File: src/rtl/i2c_clkdiv_pkg.sv
package i2c_clkdiv_pkg;
  localparam int unsigned CFG_W    = 16;
  localparam int unsigned A_W      = 2;
  localparam int unsigned A_LSB    = 14;
  localparam int unsigned B_W      = 6;
  localparam int unsigned B_LSB    = 8;
  localparam int unsigned SCL_DIV  = 22;
endpackage

File: src/rtl/i2c_clkdiv_stage.sv
// Down-counting prescaler: reloads its limit only at terminal count.
module i2c_clkdiv_stage #(
  parameter int unsigned W = 2
) (
  input  logic         clk,
  input  logic         rst_n,
  input  logic         en,
  input  logic [W-1:0] lim,
  output logic         tc
);
  logic [W-1:0] cnt_q, cnt_d;

  assign tc = en && (cnt_q == '0);

  always_comb begin
    cnt_d = cnt_q;
    if (en) begin
      if (cnt_q == '0) cnt_d = lim;
      else             cnt_d = cnt_q - 1'b1;
    end
  end

  always_ff @(posedge clk or negedge rst_n) begin
    if (!rst_n) cnt_q <= '0;
    else        cnt_q <= cnt_d;
  end

  // a stalled stage keeps its count
  assert_hold_when_idle_R2: assert property (@(posedge clk) disable iff (!rst_n)
    !en |=> $stable(cnt_q));

  // terminal count loads the limit present at that edge
  assert_reload_at_tc_R6: assert property (@(posedge clk) disable iff (!rst_n)
    tc |=> (cnt_q == $past(lim)));
endmodule

File: src/rtl/i2c_clkdiv_scl.sv
// Counts strobes and toggles SCL every HALF strobes.
module i2c_clkdiv_scl #(
  parameter int unsigned HALF = 11
) (
  input  logic clk,
  input  logic rst_n,
  input  logic strobe,
  output logic scl_level,
  output logic scl_tick
);
  localparam int unsigned HW = (HALF > 1) ? $clog2(HALF) : 1;

  logic [HW-1:0] hcnt_q, hcnt_d;
  logic          lvl_q, lvl_d;
  logic          tick_q, tick_d;

  always_comb begin
    hcnt_d = hcnt_q;
    lvl_d  = lvl_q;
    tick_d = 1'b0;
    if (strobe) begin
      if (hcnt_q == '0) begin
        hcnt_d = HW'(HALF - 1);
        lvl_d  = ~lvl_q;
        tick_d = lvl_q;
      end else begin
        hcnt_d = hcnt_q - 1'b1;
      end
    end
  end

  always_ff @(posedge clk or negedge rst_n) begin
    if (!rst_n) begin
      hcnt_q <= '0;
      lvl_q  <= 1'b1;
      tick_q <= 1'b0;
    end else begin
      hcnt_q <= hcnt_d;
      lvl_q  <= lvl_d;
      tick_q <= tick_d;
    end
  end

  assign scl_level = lvl_q;
  assign scl_tick  = tick_q;

  assert_half_bound_R3: assert property (@(posedge clk) disable iff (!rst_n)
    hcnt_q <= HW'(HALF - 1));

  assert_tick_on_fall_R4: assert property (@(posedge clk) disable iff (!rst_n)
    tick_q |-> (!lvl_q && $past(lvl_q)));
endmodule

File: src/rtl/i2c_clkdiv.sv
module i2c_clkdiv
  import i2c_clkdiv_pkg::*;
(
  input  logic             clk,
  input  logic             rst_n,
  input  logic [CFG_W-1:0] cfg_word,
  output logic             smp_en,
  output logic             scl_level,
  output logic             scl_tick
);
  localparam int unsigned HALF = SCL_DIV / 2;

  logic [A_W-1:0] div_a;
  logic [B_W-1:0] div_b;
  logic           a_tc, b_tc;
  logic           smp_q;

  assign div_a = cfg_word[A_LSB +: A_W];
  assign div_b = cfg_word[B_LSB +: B_W];

  i2c_clkdiv_stage #(.W(A_W)) u_stage_a (
    .clk(clk), .rst_n(rst_n), .en(1'b1), .lim(div_a), .tc(a_tc)
  );

  i2c_clkdiv_stage #(.W(B_W)) u_stage_b (
    .clk(clk), .rst_n(rst_n), .en(a_tc), .lim(div_b), .tc(b_tc)
  );

  i2c_clkdiv_scl #(.HALF(HALF)) u_scl (
    .clk(clk), .rst_n(rst_n), .strobe(b_tc),
    .scl_level(scl_level), .scl_tick(scl_tick)
  );

  always_ff @(posedge clk or negedge rst_n) begin
    if (!rst_n) smp_q <= 1'b0;
    else        smp_q <= b_tc;
  end

  assign smp_en = smp_q;

  assert_level_moves_on_strobe_R3: assert property (@(posedge clk) disable iff (!rst_n)
    (scl_level != $past(scl_level)) |-> smp_en);

  assert_tick_with_strobe_R4: assert property (@(posedge clk) disable iff (!rst_n)
    scl_tick |-> smp_en);
endmodule

File: config.mk
export PLATFORM = sky130hd
export DESIGN_NAME = i2c_clkdiv
export DESIGN_NICKNAME = d
export VERILOG_FILES = /design/src/rtl/i2c_clkdiv_pkg.sv /design/src/rtl/i2c_clkdiv_stage.sv /design/src/rtl/i2c_clkdiv_scl.sv /design/src/rtl/i2c_clkdiv.sv
export SDC_FILE = /design/constraint.sdc
export NUM_CORES = 1
export LEC_CHECK = 0
export BUFFER_PORTS_ARGS = -buffer_cell sky130_fd_sc_hd__buf_2
export CORE_UTILIZATION = 32
export DETAILED_ROUTE_END_ITERATION = 7
export HOLD_SLACK_MARGIN = 0.06
export SETUP_SLACK_MARGIN = 0.3
export SLEW_MARGIN = 10
export SYNTH_ARGS = -nofsm -noshare
export SYNTH_HDL_FRONTEND = slang
export SYNTH_SLANG_ARGS = --single-unit
File: constraint.sdc
create_clock -name clk -period 2.8 [get_ports clk]
set_clock_uncertainty 0.05 [all_clocks]
set_input_delay 0.56 -clock clk [delete_from_list [all_inputs] [get_ports clk]]
set_output_delay 0.56 -clock clk [all_outputs]
set_load 0.01 [all_outputs]
# ---- After elaboration in Yosys (flattened, before gate mapping)
# Index checks and enable logic that the tools add are counted.
dict set report op_classes {
  muxes 5
  bitwise_logic 1
  n_reduce_logical 5
  n_addsub 3
}
# cell n
set ops {}
lappend ops {{logical NOT 6 bit} 1}
lappend ops {{2-to-1 mux 6 bit} 1}
lappend ops {{subtractor 6 x 1 -> 6 bit (second input constant)} 1}
lappend ops {{logical NOT 4 bit} 1}
lappend ops {{2-to-1 mux 4 bit} 1}
lappend ops {{subtractor 4 x 1 -> 4 bit (second input constant)} 1}
lappend ops {{logical NOT 2 bit} 1}
lappend ops {{2-to-1 mux 1 bit} 2}
lappend ops {{2-to-1 mux 2 bit} 1}
lappend ops {{AND reduction 2 bit} 1}
lappend ops {{subtractor 2 x 1 -> 2 bit (second input constant)} 1}
lappend ops {{logical AND 1 bit} 1}
lappend ops {{NOT 1 bit} 1}
dict set report word_totals {
  out_inout_bits 3
  wordCells 20
  reg_bits 15
}

# ---- Logic depth before layout (Yosys ltp)
dict set report logic_depth {
  ltp_word 3
  depth_mapped 7
  depth_no_buf 7
}

# ---- Modules after synthesis
# Synthesis repeated with hierarchy kept, for this count alone.
dict set report unflattened {
  cells_unflattened 76
  area_unflattened_um2 817.0
}
# module instances cells_each seq_area_each_um2 area_each_um2
set by_module_without_submodules {}
lappend by_module_without_submodules {{i2c_clkdiv_stage (u_stage_b)} 1 41 150.1 405.4}
lappend by_module_without_submodules {i2c_clkdiv_scl 1 25 151.4 276.5}
lappend by_module_without_submodules {{i2c_clkdiv_stage (u_stage_a)} 1 8 50.0 106.4}
lappend by_module_without_submodules {i2c_clkdiv 1 2 25.0 28.8}

# ---- Worst setup path before layout
# Ideal clock, no wire load.
dict set report synth_path {
  kind {reg-to-reg}
  startpoint {register u_stage_b.cnt_q[0]}
  endpoint {register u_scl.hcnt_q[2]}
  setup_ps 125
  path_stages_with_launch 8
  period_less_slack_ps 1632
  arrival_time_ps 1457
  setup_slack_ps 1168
  required_ps 2625
  cell_sequence {dfrtp_1 inv_1 ha_1 and2b_1 nand3_2 inv_2 nand2_2 mux2_4}
}
dict set report synth_between {
  elab_chain_len 2
}
# element line
set synth_lines {}
lappend synth_lines {{from (decl)} i2c_clkdiv_stage.sv:11} ;# logic [W-1:0] cnt_q, cnt_d;
lappend synth_lines {{from (signal assigned)} i2c_clkdiv_stage.sv:25} ;# else cnt_q <= cnt_d;
lappend synth_lines {{logical NOT 6 bit} i2c_clkdiv_stage.sv:13} ;# assign tc = en && (cnt_q == '0);
lappend synth_lines {{logical AND 1 bit} i2c_clkdiv_stage.sv:13}
lappend synth_lines {{net b_tc} i2c_clkdiv.sv:15} ;# logic a_tc, b_tc;
lappend synth_lines {{to (signal assigned)} i2c_clkdiv_scl.sv:38} ;# hcnt_q <= hcnt_d;
lappend synth_lines {{to (decl)} i2c_clkdiv_scl.sv:13} ;# logic [HW-1:0] hcnt_q, hcnt_d;
# The timed path passes the listed nets, and every way through them passes these cells.
# A chain may end at the register's enable or synchronous reset.

# ---- Worst setup path in the final report
# Same ends and word-level chain as after synthesis.

==> results.json <==
{
  "status": "complete, no violations",
  "avgRoutedWirePerCell_um": 11.8,
  "syn_inst": 77,
  "antenna_cells": 0,
  "htreeDepth": 1,
  "cts_resized": 0,
  "rsz0062_at_grt": "false",
  "hold_path.class": "input pin to async pin",
  "clk_latency_ps": 280,
  "worst_slew_pin_slew_ps": 421,
  "final_common_cell": "dfrtp_1",
  "cts_setup_buffers": 0,
  "ys_warn_count": 0,
  "clock_power_share_pct": 13.3,
  "gr-usage-all-layers_pct": 13.0,
  "switchingPower_w": 0.000383,
  "dieWidth_um": 51.9,
  "fmax_mhz": 549,
  "grt_pass1_wl_mm": 2.50,
  "place_hpwl_mm": 1.06,
  "mostFrequentLayoutCells": "dfrtp_1, buf_2, nand2_1, nor2_1",
  "placed_area_um2": 887,
  "path_clk_slew_ps": 90,
  "cts_buffers": 3,
  "die_h_um": 51.9,
  "synth-seq-cells": 15,
  "first_global_vias": 575,
  "num_vias": 607,
  "slew_viol_final": 0,
  "ys_types": 38,
  "synth_top_area_share_pct": 44.0,
  "drc_errors": 0,
  "grt_start_max_net_pins": 16,
  "areaGrowthSynthToFinish_pct": 14.8,
  "dieArea_um2": 2690,
  "vdd_drop_max_uv": 488,
  "critPathSlowestCell": "dfrtp_1",
  "synth.cell_area_um2": 796,
  "p_leak_nw": 0.433,
  "port_buffers": 12,
  "yosysSeqAreaShare_pct": 47.3,
  "synthTopCellsByArea": "dfrtp_1, ha_1, nand2_1",
  "drive_gt1_share_pct": 29.3,
  "grt-ovfl-total": 0,
  "root_buffer": "clkbuf_4",
  "critical_path.endpoint_type": "flip-flop",
  "min_period_ps": 1820,
  "final_util_pct": 40.1,
  "setup_viol": 0,
  "design_power_total_w": 0.000931,
  "core_um2": 2280,
  "pin_count": 21,
  "pwr-share-seq_pct": 44.7,
  "path_class": "flip-flop to flip-flop",
  "crit_fanout": 6,
  "required_ps": 2920,
  "postCtsHoldBufs": 0,
  "post-route-period-util_pct": 65.1,
  "cpPeakStageDelay_ps": 450,
  "syn-num-nets": 98,
  "finalHoldViolCount": 0,
  "antenna_left": 0,
  "cp.arrival_ps": 1940,
  "max_cap_violations": 0,
  "cp-start-kind": "flip-flop",
  "gp_congestion": 0.777,
  "rows": 17,
  "cpLargestDelayFamily": "flip-flops",
  "dr.pass1.iters": 4,
  "yosysTopAreaCell": "dfrtp_1",
  "cts_max_path_buffers": 2,
  "antenna_found_initial": 0,
  "cts_tree": "built",
  "avgSynthCellArea_um2": 10.3,
  "initial_core_util_pct": 35.0,
  "intPower_w": 0.000548,
  "nets": 114,
  "setup_tns_ps": 0,
  "combPwrFrac_pct": 42.0,
  "cts_sinks": 15,
  "fin_area_um2": 913,
  "power_density_nw_per_um2": 1020,
  "viasPerCell": 5.06,
  "wl_mm": 1.42,
  "drtIter0Drc": 10,
  "critPathBufInv": 2,
  "timing.critical_path.cells": "inv_1 -> ha_1 -> and2b_1 -> nand3_2 -> inv_2 -> nand2_2 -> mux2_4",
  "switching_share_pct": 41.1,
  "relSlewSlack_pct": 71.9
}
==> Yosys cell counts <==
library cell	n
xnor2_1	1
a41oi_1	1
ha_1	3
nand2_2	1
nor2_8	1
o21ai_0	4
o41ai_1	2
nor2_2	1
a31oi_1	2
inv_1	4
or3_4	1
nand3_2	1
nor2b_1	1
nor3_2	1
or3_1	2
inv_2	1
nor2_1	5
a22oi_1	1
or2_2	1
clkbuf_1	1
nor3_1	1
o211ai_1	1
mux2_4	1
a21oi_1	2
dfrtp_1	14
dfstp_2	1
nand2b_4	1
o21ai_1	1
nand2_1	8
and2_1	1
and2b_1	1
mux2_2	1
nand3_1	1
and3_1	1
o31ai_1	2
mux2i_1	2
or2_0	1
nor4_1	2
==> worst reg2reg max path, cell delays in order (launching register included) <==
cell and delay, ps:
dfrtp_1 450, inv_1 130, ha_1 260, and2b_1 200, nand3_2 140, inv_2 130, nand2_2 60, mux2_4 290
==> metal layers <==
metal  vias up  part of all wire [%]  GRT usage (%)  routed length, um
met1       290                    47           15.1                668
met5         -                     0              0                  0
li1        303                     -              -                  -
met3         0                   5.2           5.56                 74
met2        14                    48           22.0                678
met4         0                     0           2.70                  0
==> kinds of logic after synthesis <==
group	Yosys count	synth area share (%)
adders and majority gates	3	4.72
buffers and inverters	6	2.83
AOI/OAI and AO/OA	16	13.1
xor gates and xnor gates	1	1.10
muxes	4	5.82
and+or+nand+nor	32	25.2
DFF	15	47.3
==> power by group through the flow <==
stage / Sequential (W) / Combinational, W / Clock, W
3_3_place_gp: 0.000417 / 0.000382 / 0
4_1_cts: 0.000417 / 0.000396 / 0.000133
6_report: 0.000416 / 0.000391 / 0.000124
5_1_grt: 0.000434 / 0.000447 / 0.000142
2_1_floorplan: 0.000399 / 0.000325 / 0
3_5_place_dp: 0.000420 / 0.000395 / 0
==> metrics by stage <==
step	cells	hold slack [ps]	worst slack [ps]
6_report	120	119	977
5_1_grt	120	135	846
4_1_cts	120	121	957
3_5_place_dp	116	428	978
3_3_place_gp	116	421	1010
2_1_floorplan	77	214	1170
==> flip-flops by register name, summed over array words and instances (netlist names) <==
| signal | count |
|---|---|
| smp_en | 1 |
| u_stage_a.cnt_q | 2 |
| u_scl.scl_tick | 1 |
| u_scl.scl_level | 1 |
| u_stage_b.cnt_q | 6 |
| u_scl.hcnt_q | 4 |
==> area by class of cell <==
| type | count | area (um2) |
|---|---|---|
| fill | 233 | 1360 |
| inverter | 5 | 18.8 |
| clock buffer | 4 | 26.3 |
| timing repair buffer | 12 | 60.1 |
| multi-input combinational | 56 | 397 |
| sequential | 15 | 377 |
| tap | 28 | 35.0 |
==> final timing paths <==
kind                                            to                from  slack, ps  cells past startpoint
worst max-delay path               u_scl.hcnt_q[2]  u_stage_b.cnt_q[0]        980                      7
worst min-delay path            u_stage_b.cnt_q[4]               rst_n        120                      1
worst max register to register     u_scl.hcnt_q[2]  u_stage_b.cnt_q[0]        980                      7
worst min register to register  u_stage_b.cnt_q[5]  u_stage_b.cnt_q[5]        440                      1
max in group asynchronous          u_scl.scl_level               rst_n       2280                      1
min in group clk                u_stage_a.cnt_q[1]        cfg_word[15]        410                      3
Power figures use the tool's default switching activity.
